**src/rtl/rbd_pkg.sv**
```systemverilog
package rbd_pkg;
  typedef enum logic [2:0] {
    ST_IDLE,
    ST_ROW,
    ST_COL,
    ST_WB,
    ST_REF
  } rbd_state_e;

  function automatic int rbd_max(input int a, input int b);
    return (a > b) ? a : b;
  endfunction
endpackage

```
**src/rtl/rbd_array.sv**
```systemverilog
module rbd_array #(
  parameter int ROWS   = 4,
  parameter int COLS   = 4,
  parameter int DATA_W = 8,
  parameter int BUS_W  = 2
) (
  input  logic              clk,
  input  logic              row_stb,
  input  logic              col_stb,
  input  logic              col_we,
  input  logic              wb_stb,
  input  logic [BUS_W-1:0]  bus_addr,
  input  logic [DATA_W-1:0] wdata,
  output logic [DATA_W-1:0] rdata
);
  localparam int ROW_W = $clog2(ROWS);
  localparam int COL_W = $clog2(COLS);

  // storage rows, no reset so a block RAM can be inferred
  logic [COLS-1:0][DATA_W-1:0] cells [ROWS];
  logic [COLS-1:0][DATA_W-1:0] row_buf;

  always_ff @(posedge clk) begin
    if (wb_stb) cells[bus_addr[ROW_W-1:0]] <= row_buf;
  end

  always_ff @(posedge clk) begin
    if (row_stb) begin
      row_buf <= cells[bus_addr[ROW_W-1:0]];
    end else if (col_stb && col_we) begin
      row_buf[bus_addr[COL_W-1:0]] <= wdata;
    end
  end

  always_ff @(posedge clk) begin
    if (col_stb && !col_we) rdata <= row_buf[bus_addr[COL_W-1:0]];
  end
endmodule

```
**src/rtl/rbd_refresh_timer.sv**
```systemverilog
module rbd_refresh_timer #(
  parameter int INTERVAL = 512
) (
  input  logic clk,
  input  logic rst,
  input  logic ack,
  output logic pending
);
  localparam int CNT_W = (INTERVAL > 1) ? $clog2(INTERVAL) : 1;
  localparam logic [CNT_W-1:0] LAST = CNT_W'(INTERVAL - 1);

  logic [CNT_W-1:0] cnt;

  always_ff @(posedge clk) begin
    if (rst) begin
      cnt     <= '0;
      pending <= 1'b0;
    end else begin
      if (cnt == LAST) cnt <= '0;
      else             cnt <= cnt + 1'b1;
      if (cnt == LAST) pending <= 1'b1;
      else if (ack)    pending <= 1'b0;
    end
  end
endmodule

```
**src/rtl/rbd_seq.sv**
```systemverilog
module rbd_seq
  import rbd_pkg::*;
#(
  parameter int ROWS   = 4,
  parameter int COLS   = 4,
  parameter int DATA_W = 8,
  parameter int BUS_W  = 2
) (
  input  logic                           clk,
  input  logic                           rst,
  input  logic                           req_valid,
  input  logic                           req_write,
  input  logic [$clog2(ROWS*COLS)-1:0]   req_addr,
  input  logic [DATA_W-1:0]              req_wdata,
  input  logic                           ref_pend,
  output logic                           ref_ack,
  output logic                           busy,
  output logic                           done,
  output logic                           row_stb,
  output logic                           col_stb,
  output logic                           col_we,
  output logic                           wb_stb,
  output logic                           refresh,
  output logic [BUS_W-1:0]               bus_addr,
  output logic [DATA_W-1:0]              wdata
);
  localparam int ROW_W  = $clog2(ROWS);
  localparam int COL_W  = $clog2(COLS);
  localparam int ADDR_W = ROW_W + COL_W;
  localparam logic [ROW_W-1:0] LAST_ROW = ROW_W'(ROWS - 1);

  rbd_state_e        state;
  logic [ROW_W-1:0]  open_row, cur_row, ref_row;
  logic [COL_W-1:0]  cur_col;
  logic              open_vld, dirty, cur_wr, wb_to_ref;
  logic [ROW_W-1:0]  in_row;
  logic [COL_W-1:0]  in_col;

  assign in_row = req_addr[ADDR_W-1:COL_W];
  assign in_col = req_addr[COL_W-1:0];

  always_ff @(posedge clk) begin
    if (rst) begin
      state     <= ST_IDLE;
      open_row  <= '0;
      open_vld  <= 1'b0;
      dirty     <= 1'b0;
      ref_row   <= '0;
      cur_row   <= '0;
      cur_col   <= '0;
      cur_wr    <= 1'b0;
      wdata     <= '0;
      wb_to_ref <= 1'b0;
      done      <= 1'b0;
    end else begin
      done <= 1'b0;
      unique case (state)
        ST_IDLE: begin
          if (ref_pend) begin
            wb_to_ref <= 1'b1;
            state     <= dirty ? ST_WB : ST_REF;
          end else if (req_valid) begin
            cur_row   <= in_row;
            cur_col   <= in_col;
            cur_wr    <= req_write;
            wdata     <= req_wdata;
            wb_to_ref <= 1'b0;
            if (open_vld && (in_row == open_row)) state <= ST_COL;
            else if (dirty)                       state <= ST_WB;
            else                                  state <= ST_ROW;
          end
        end
        ST_ROW: begin
          open_row <= cur_row;
          open_vld <= 1'b1;
          state    <= ST_COL;
        end
        ST_COL: begin
          if (cur_wr) dirty <= 1'b1;
          done  <= 1'b1;
          state <= ST_IDLE;
        end
        ST_WB: begin
          dirty <= 1'b0;
          state <= wb_to_ref ? ST_REF : ST_ROW;
        end
        ST_REF: begin
          open_vld <= 1'b0;
          ref_row  <= (ref_row == LAST_ROW) ? '0 : ref_row + 1'b1;
          state    <= ST_IDLE;
        end
        default: state <= ST_IDLE;
      endcase
    end
  end

  always_comb begin
    unique case (state)
      ST_ROW:  bus_addr = BUS_W'(cur_row);
      ST_COL:  bus_addr = BUS_W'(cur_col);
      ST_WB:   bus_addr = BUS_W'(open_row);
      ST_REF:  bus_addr = BUS_W'(ref_row);
      default: bus_addr = '0;
    endcase
  end

  assign busy    = (state != ST_IDLE);
  assign row_stb = (state == ST_ROW) || (state == ST_REF);
  assign col_stb = (state == ST_COL);
  assign col_we  = (state == ST_COL) && cur_wr;
  assign wb_stb  = (state == ST_WB);
  assign refresh = (state == ST_REF);
  assign ref_ack = (state == ST_REF);
endmodule

```
**src/rtl/rbd_dram_ctrl.sv**
```systemverilog
module rbd_dram_ctrl #(
  parameter int ROWS             = 4,
  parameter int COLS             = 4,
  parameter int DATA_W           = 8,
  parameter int REFRESH_INTERVAL = 512
) (
  input  logic                                                 clk,
  input  logic                                                 rst,
  input  logic                                                 req_valid,
  input  logic                                                 req_write,
  input  logic [$clog2(ROWS*COLS)-1:0]                         req_addr,
  input  logic [DATA_W-1:0]                                    req_wdata,
  output logic                                                 done,
  output logic                                                 busy,
  output logic [DATA_W-1:0]                                    rd_data,
  output logic                                                 mem_row_stb,
  output logic                                                 mem_col_stb,
  output logic                                                 mem_wb_stb,
  output logic                                                 mem_refresh,
  output logic [rbd_pkg::rbd_max($clog2(ROWS), $clog2(COLS))-1:0] mem_addr
);
  localparam int BUS_W = rbd_pkg::rbd_max($clog2(ROWS), $clog2(COLS));

  logic              ref_pend, ref_ack, arr_col_we;
  logic [DATA_W-1:0] arr_wdata;

  rbd_refresh_timer #(.INTERVAL(REFRESH_INTERVAL)) u_timer (
    .clk     (clk),
    .rst     (rst),
    .ack     (ref_ack),
    .pending (ref_pend)
  );

  rbd_seq #(.ROWS(ROWS), .COLS(COLS), .DATA_W(DATA_W), .BUS_W(BUS_W)) u_seq (
    .clk       (clk),
    .rst       (rst),
    .req_valid (req_valid),
    .req_write (req_write),
    .req_addr  (req_addr),
    .req_wdata (req_wdata),
    .ref_pend  (ref_pend),
    .ref_ack   (ref_ack),
    .busy      (busy),
    .done      (done),
    .row_stb   (mem_row_stb),
    .col_stb   (mem_col_stb),
    .col_we    (arr_col_we),
    .wb_stb    (mem_wb_stb),
    .refresh   (mem_refresh),
    .bus_addr  (mem_addr),
    .wdata     (arr_wdata)
  );

  rbd_array #(.ROWS(ROWS), .COLS(COLS), .DATA_W(DATA_W), .BUS_W(BUS_W)) u_array (
    .clk      (clk),
    .row_stb  (mem_row_stb),
    .col_stb  (mem_col_stb),
    .col_we   (arr_col_we),
    .wb_stb   (mem_wb_stb),
    .bus_addr (mem_addr),
    .wdata    (arr_wdata),
    .rdata    (rd_data)
  );
endmodule

```
**config.mk**
```make
export PLATFORM = sky130hd
export DESIGN_NAME = rbd_dram_ctrl
export DESIGN_NICKNAME = d
export VERILOG_FILES = /design/src/rtl/rbd_pkg.sv /design/src/rtl/rbd_array.sv /design/src/rtl/rbd_refresh_timer.sv /design/src/rtl/rbd_seq.sv /design/src/rtl/rbd_dram_ctrl.sv
export SDC_FILE = /design/constraint.sdc
export NUM_CORES = 1
export LEC_CHECK = 0
export BUFFER_PORTS_ARGS = -buffer_cell sky130_fd_sc_hd__buf_2
export CAP_MARGIN = 20
export CORE_MARGIN = 2
export CORE_UTILIZATION = 45
export CTS_CLUSTER_DIAMETER = 150
export DETAILED_ROUTE_END_ITERATION = 12
export GPL_TIMING_DRIVEN = 1
export SYNTH_ARGS = -nofsm -noshare
export SYNTH_HDL_FRONTEND = slang
export SYNTH_SLANG_ARGS = --single-unit
```
**constraint.sdc**
```tcl
create_clock -name clk -period 3.6 [get_ports clk]
set_input_delay 0.18 -clock clk [delete_from_list [all_inputs] [get_ports clk]]
set_output_delay 0.18 -clock clk [all_outputs]
set_load 0.03 [all_outputs]
```
[Word level (Yosys, flattened, before mapping)]
Memories as Yosys holds them, arrays and structs flattened.
Cells that the tools add are included.
W data, S select, Z words.
Operators by class
  $add $sub $neg: 2
  multiply operators: 0
  divide/modulo/power cells: 0
  order comparisons: 2
  equality and inequality tests: 9
  shifts and indexed selects: 0
  multiplexer cells: 26
  bitwise logic cells: 1
  reductions and logical operators: 18
Operator list (count)
  $mux W32: 2
  $bwmux W32: 1
  $bmux W8 S2: 1
  $demux W8 S2: 1
  $mux W8: 2
  $mux W3: 5
  $reduce_bool A2 Y1: 5
  $add A9 B1 Y9 const B: 1
  $eq A9 B9 Y1 const B: 1
  $pmux W3 S3: 1
  $mux W1: 8
  $pmux W2 S4: 1
  $eq A3 B2 Y1 const B: 2
  $logic_and A1 B1 Y1: 5
  $mux W2: 2
  $pmux W1 S2: 2
  $reduce_and A2 Y1: 2
  $eq A3 B1 Y1 const B: 1
  $eq A3 B3 Y1 const B: 1
  $logic_not A3 Y1: 1
  $lt A2 B3 Y1 const B: 1
  $ne A3 B3 Y1 const B: 1
  $reduce_and A3 Y1: 1
  $reduce_bool A3 Y1: 1
  other kinds (9): 9
Word-level totals
  flip-flop bits (word level): 74
  latch bits: 0
  bits in writable memories: 128
  ROM bits: 0
  input bits: 16
  output and inout bits: 16
  logic and storage cells: 77
  memories: 1
Memory list
  u_array.cells: words 4, width 32, rd ports 1, clocked after Yosys merged registers in 0, wr ports 1, line rbd_array.sv:20  | logic [COLS-1:0][DATA_W-1:0] cells [ROWS];

[Longest topological paths before layout]
Gate-level depths: netlist of the first run.
  depth after elaboration: 9
  gate-level depth with buffers: 9
  gate-level depth less buffers: 7

[Modules after synthesis]
A second synthesis of the first run with hierarchy kept.
Second synthesis, totals
  cell total of the unflattened synthesis: 533
  area total of the unflattened synthesis: 8159.1 µm²
By module, submodules not included
  rbd_array: instances 1, cells an instance 358, area each 6647.6 µm², seq. area each 5044.8 µm²
  rbd_seq: instances 1, cells an instance 131, area each 1114.8 µm², seq. area each 480.5 µm²
  rbd_refresh_timer: instances 1, cells an instance 44, area each 396.6 µm², seq. area each 200.2 µm²

[Least setup slack after synthesis of the first run]
No wires, ideal clock.
  path kind: reg-to-reg
  start: reg u_seq.state[2]
  end: mem u_array.cells[2][0] in the netlist's numbering, enable pin
  library setup time: 421 ps
  arrival: 2848 ps
  required time: 3179 ps
  slack: 331 ps
  stages on the path, launching flop included: 8
  path buffers: 3
  clock period less this slack: 3269 ps
  cells stage by stage: dfxtp_1 buf_4 and4bb_1 nor4_4 inv_2 buf_6 buf_2 nor2_1
Between the ends
  elaborated cells on any way between the ends: 7
  classes of those cells: eq/ne (4); mux (3)
RTL lines
  start: declaration: line rbd_seq.sv:32  | rbd_state_e state;
  start signal: assignment: line rbd_seq.sv:61  | state <= dirty ? ST_WB : ST_REF;
  start signal: assignment: line rbd_seq.sv:85  | state <= wb_to_ref ? ST_REF : ST_ROW;
  $eq A3 B3 Y1, or another cell as far along: line rbd_seq.sv:98  | unique case (state)
  $pmux W2 S4 (*): line rbd_seq.sv:98
  named net mem_addr (one bit): line rbd_dram_ctrl.sv:20  | output logic [rbd_pkg::rbd_max($clog2(ROWS), $clog2(COLS))-1:0] mem_addr
  end: declaration: line rbd_array.sv:20
Mark *: on every way through the listed nets, which the timed path passes. The rest lies on a longest branch.

[Final worst setup path of the first run]
  start: reg u_seq.state[1]
  end: out mem_addr[1] in the netlist's numbering
Between the ends
  cells in the longest elaborated chain, start to end: 2
  elaborated cells on any way between the ends: 5
  classes of those cells: eq/ne (4); mux (1)
RTL lines (line)
  $eq A3 B3 Y1, or another cell as far along: rbd_seq.sv:98
  $pmux W2 S4 (*): rbd_seq.sv:98
  end: declaration: rbd_dram_ctrl.sv:20
Every way passes the cells marked *; elsewhere a longest branch is shown, timed or not.

==> results.json, run 1 <==
{
  "cts_resized": 0,
  "yosys.area.top_type": "edfxtp_1",
  "ant_nets": 0,
  "leakage_uw": 0.003334,
  "num_io_pins": 32,
  "finalWeightedCongestion": 0.7868,
  "avgSynthCellArea_um2": 13.02,
  "grt_pass1_wl_um": 28580,
  "ir_drop_uv": 458.1,
  "synth_cell_type_count": 47,
  "initialDrtViolationCount": 432,
  "cts_setup_buffers": 0,
  "syn_to_final_growth_pct": 15.25,
  "htree_levels": 1,
  "crit_type": "reg -> out",
  "synthesis.instances": 624,
  "cts_tree": "yes",
  "clkLatencyLatePin_ns": 0.51,
  "synth_xor_area_share_pct": 0.6470,
  "avgViaCountPerCell": 5.641,
  "start_util_pct": 45.52,
  "synthSimpleGateAreaFrac_pct": 12.48,
  "numCtsBuffers": 22,
  "rr_worst_depth": 6,
  "cp.required_ns": 3.42,
  "die_area_um2": 19140,
  "netlist_area_um2": 8122,
  "clockBufferDepth": 3,
  "ys_ff_latch": 202,
  "grt_use_met2_pct": 30.85,
  "period_needed_ns": 2.863,
  "final_cell_mix": "edfxtp_1 (168), nand2_1 (144), a21oi_1 (44)",
  "drive_gt1_share_pct": 14.39,
  "rsz0062_at_grt": "false",
  "fmax_mhz": 349.3,
  "synth_mux_area_share_pct": 1.602,
  "cts_root_buf": "clkbuf_16",
  "arrival_ns": 2.68,
  "path_max_fanout": 66,
  "grt_max_degree": 67,
  "core_area_um2": 17840,
  "grt.met3_usage_pct": 3.256,
  "slew_headroom_pct": 56.80,
  "wl_per_cell_um": 19.81,
  "status": "completed",
  "endpoint_kind": "output pin",
  "fillers": 1507,
  "drc_errors": 0,
  "clkSinkCount": 202,
  "synth-compound-area-share_pct": 11.11,
  "final_hold_viol_count": 0,
  "n_antenna_cell": 0,
  "slew_viol_final": 0,
  "portBuffers": 31,
  "gr-usage-met1_pct": 26.43,
  "final_common_cell": "edfxtp_1",
  "worst_pin_slew_ns": 0.6470,
  "die_h_um": 138.3,
  "hold_path.class": "in -> reg",
  "top_usage_layer": "met2",
  "worstSetupStartpointType": "flip-flop",
  "synth_area_leaders": "edfxtp_1 (62%), dfxtp_1 (8.4%), nand2_1 (6.7%)",
  "hold_depth": 2,
  "syn_nets": 643,
  "seq_area_frac_synth_pct": 70.50,
  "synth_top_family_by_area": "simple AND/OR/NAND/NOR gates",
  "final_nets": 692,
  "wirelength_um": 18160,
  "antenna_found_initial": 0,
  "clk_pin_slew_ns": 0.06,
  "first_pass_iters": 4,
  "fin_setup_tns_ns": 0,
  "dpl.cell_count": 864,
  "die_w_um": 138.3,
  "grt_pass1_vias": 5020,
  "vias": 5173,
  "yosys.area.top_type_share_pct": 62.12,
  "power_density_nw_per_um2": 560.8,
  "grt_usage_pct": 18.95,
  "drv_cap": 0,
  "hold_ws_ns": 0.08854,
  "finalClockSkew_ns": 0.01800,
  "place_hpwl_um": 11070,
  "synth_warnings": 0,
  "grt_overflow": 0,
  "post-route-period-util_pct": 79.52,
  "instances_no_fill": 917,
  "synthAdderAreaFrac_pct": 0.4622,
  "setup_viol": 0,
  "num_rows": 49
}
## worst paths after layout
| path | from | to | slack (ns) |
|---|---|---|---|
| worst max-delay path | u_seq.state[1] | mem_addr[1] | 0.74 |
| worst min-delay path | rst | u_seq.cur_col[1] | 0.09 |
| worst max register to register | u_seq.state[2] | u_array.row_buf[5] | 0.87 |
| worst min register to register | u_timer.cnt[0] | u_timer.cnt[0] | 0.45 |
## power breakdown
group          switching [uW]  internal (uW)
clock                     883           1220
sequential               94.3           2650
combinational             244            150
total                    1220           4030
## repair_timing
item                                    in CTS  in global routing
endpoints found under the setup margin       0                  0
hold buffers                                14                  0
endpoints found under the hold margin       14                  0
## synthesized netlist by cell type, drive strengths merged
cell type	n
edfxtp	168
nand2	145
a21oi	46
nor2	39
dfxtp	34
a22o	29
a32oi	29
buf	26
mux2i	13
clkbuf	12
inv	10
and3	9
a31oi	8
o21ai	8
nor3	6
xor2	4
a211o	3
ha	3
nand2b	3
nand3	3
nand4bb	3
or3	3
and4bb	2
nor4	2
o31ai	2
or2	2
xnor2	2
a21o	1
and4	1
and4b	1
nand4	1
nand4b	1
nor2b	1
nor4b	1
nor4bb	1
o21a	1
o32a	1
## sequential cells by signal, indices dropped and copies added (netlist names)
name and cells:
u_array.row_buf 32, u_seq.open_row 2, u_seq.done 1, u_seq.ref_row 2, u_seq.dirty 1, u_seq.cur_col 2, u_seq.wb_to_ref 1, u_array.cells 128
u_seq.wdata 8, u_seq.open_vld 1, u_seq.cur_wr 1, u_timer.pending 1, u_seq.state 3, u_timer.cnt 9, u_seq.cur_row 2, u_array.rdata 8
## worst max-delay path: stages (launching register included)
cell,delay (ns)
dfxtp_1,0.60
nand4b_1,0.35
and4_2,0.52
inv_2,0.13
buf_12,0.27
buf_2,0.26
## cell families (layout without fill, tap and decap cells)
kind of cell,count (synthesis),after routing
multiplexers,13,13
AO/OA/AOI/OAI,128,128
flip-flops,202,202
buffers and inverters,48,112
AND/OR/NAND/NOR,224,224
adder cells (fa/ha/maj),3,3
XOR/XNOR,6,6
## layer usage
metal | vias up | part of all wire [%]
met4 | 0 | 2.1
met3 | 33 | 5.7
li1 | 2422 | -
met2 | 166 | 48
met5 | - | 0
met1 | 2552 | 44
## area by class of cell
cell class / count / area, um^2 / share of cell area [%]
sequential: 202 / 5725 / 61.17
timing repair buffer: 63 / 467.9 / 4.999
tap: 229 / 286.5 / 3.061
clock inverter: 11 / 90.09 / 0.9624
clock buffer: 28 / 585.6 / 6.256
inverter: 10 / 37.54 / 0.4010
multi-input combinational: 374 / 2167 / 23.15
## metrics by stage
stage / util, % / setup slack (ns) / area (um^2) / power [uW]
finish: 52.47 / 0.7373 / 9360 / 5249
global route: 52.47 / 0.5459 / 9360 / 5450
CTS: 52.47 / 0.7209 / 9360 / 5293
detailed placement: 47.89 / 0.8857 / 8544 / 3180
global placement: 47.89 / 0.9533 / 8544 / 3166
floorplan: - / 0.3310 / 8122 / 3034
Note: power is estimated with default switching activity, not from simulation.
==> run 2: changes to the inputs <==
==> constraint.sdc (replaced) <==
create_clock -name clk -period 2.5 [get_ports clk]
set_input_delay 0.125 -clock clk [delete_from_list [all_inputs] [get_ports clk]]
set_output_delay 0.125 -clock clk [all_outputs]
set_load 0.03 [all_outputs]
==> run 2 against run 1 <==
- sequential power is 44% higher
- clock power is 43% higher
- die area stayed put
- final area is 2.2% higher
- clock-buffer cell count is 4 lower
- critical path type is now reg -> reg
- critical endpoint is now u_array.row_buf[16]
- largest cell class unchanged
==> results.json, run 2 (same netlist as run 1, synthesis figures left out) <==
{
  "clkLatencyLatePin_ns": 0.51,
  "final_nets": 705,
  "worstSetupStartpointType": "flip-flop",
  "grt_pass1_wl_um": 28820,
  "initialDrtViolationCount": 458,
  "die_w_um": 138.3,
  "fin_area_um2": 9567,
  "fillers": 1491,
  "finalClockSkew_ns": 0.01122,
  "htree_levels": 1,
  "worst_slack_ns": 0.2222,
  "portBuffers": 31,
  "antenna_found_initial": 0,
  "path_max_fanout": 15,
  "wirelength_um": 18130,
  "start_util_pct": 45.52,
  "clockBufferDepth": 3,
  "p_seq_share_pct": 52.2,
  "grt_overflow": 0,
  "fmax_mhz": 439.0,
  "power_uw": 7584,
  "rsz0062_at_grt": "false",
  "vias": 5183,
  "first_pass_iters": 5,
  "grt_max_degree": 64,
  "power_density_nw_per_um2": 792.8,
  "n_antenna_cell": 0,
  "leakage_uw": 0.003440,
  "syn_to_final_growth_pct": 17.79,
  "drc_errors": 0,
  "final_common_cell": "edfxtp_1",
  "finalWeightedCongestion": 0.8085,
  "largest_reg_flops": 128,
  "cts_root_buf": "clkbuf_16",
  "met2_length_um": 8742,
  "placed_cell_area_um2": 8747,
  "place_hpwl_um": 11730,
  "internal_power_uw": 5813,
  "arrival_ns": 2.65,
  "crit_type": "reg -> reg",
  "core_area_um2": 17840,
  "ir_drop_uv": 654.5,
  "swShare_pct": 23.35,
  "p_comb_share_pct": 8.0,
  "slew_headroom_pct": 53.47,
  "ant_nets": 0,
  "drv_cap": 0,
  "met1_length_um": 8064,
  "dp_slack_ns": 0.07321,
  "slew_viol_final": 0,
  "clk_pin_slew_ns": 0.06,
  "die_area_um2": 19140,
  "clkSinkCount": 202,
  "top_layer": "met4",
  "num_io_pins": 32,
  "num_rows": 49,
  "pwr-share-clk_pct": 39.7,
  "worst_pin_slew_ns": 0.6941,
  "die_h_um": 138.3,
  "wl_met3_um": 994,
  "grt_usage_pct": 19.07,
  "grt_pass1_vias": 5214,
  "numCtsBuffers": 21,
  "cp.required_ns": 2.88,
  "final_hold_viol_count": 0,
  "hold_path.class": "in -> reg",
  "p_sw_uw": 1771,
  "drive_gt1_share_pct": 16.83,
  "endpoint_kind": "flip-flop",
  "cts_setup_buffers": 0,
  "wl_per_cell_um": 19.49,
  "setup_viol": 0,
  "cts_tree": "yes",
  "final_cell_mix": "edfxtp_1 (168), nand2_1 (144), a21oi_1 (44)",
  "fin_setup_tns_ns": 0,
  "status": "completed",
  "avgViaCountPerCell": 5.573,
  "period_needed_ns": 2.278,
  "post-route-period-util_pct": 91.11
}
[run 2: changes by cell type in the layout (fill, tap and decap cells not counted), sizes merged]
| cell | delta |
|---|---|
| clkbuf | -4 |
| inv | +4 |
| clkinv | -1 |
| buf | +14 |
[run 2: area by class of cell]
type / instances / area [um^2] / share of cell area (%)
sequential: 202 / 5729 / 59.89
multi-input combinational: 374 / 2183 / 22.82
timing repair buffer: 77 / 660.6 / 6.906
clock buffer: 24 / 568.0 / 5.938
tap: 229 / 286.5 / 2.995
clock inverter: 14 / 98.84 / 1.033
inverter: 10 / 40.04 / 0.4185
[run 2: repair_timing]
item,CTS,global route
hold buffers,14,0
setup endpoints to repair,0,25
endpoints found under the hold margin,14,0
resized for setup,0,6
[run 2: worst paths after layout]
check	startpoint	to	slack, ns	cells past startpoint
worst max-delay path	u_seq.state[2]	u_array.row_buf[16]	0.22	6
worst min-delay path	rst	u_seq.wdata[0]	0.02	2
worst max register to register	u_seq.state[2]	u_array.row_buf[16]	0.22	6
worst min register to register	u_timer.cnt[0]	u_timer.cnt[0]	0.45	1
[run 2: critical path, cell delays in order, from the launching register on]
cell and delay, ns:
dfxtp_2 0.44, and4bb_1 0.24, nor4_4 0.42, inv_2 0.22, buf_4 0.24, nor3_4 0.38, a22o_1 0.21
[run 2: stage by stage]
step | std cells | utilization [%] | hold slack, ns
global placement | 878 | 49.03 | 0.3590
global route | 930 | 53.62 | 0.03671
floorplan | 624 | - | 0.1941
CTS | 930 | 53.55 | 0.01389
detailed placement | 878 | 49.03 | 0.3689
finish | 930 | 53.62 | 0.01879
[run 2: per-layer routing]
layer  vias up  global-route usage, %
li1       2450                      -
met1      2581                  26.39
met4         0                  5.424
met5         -                      0
met2       130                  31.42
met3        22                  3.152
[run 2: power groups by stage]
stage	Sequential [uW]	Clock (uW)	Combinational, uW
floorplan	3970	0	400
global placement	4020	0	579
global route	3970	3220	671
finish	3960	3010	610
CTS	3960	3080	611
detailed placement	4030	0	593
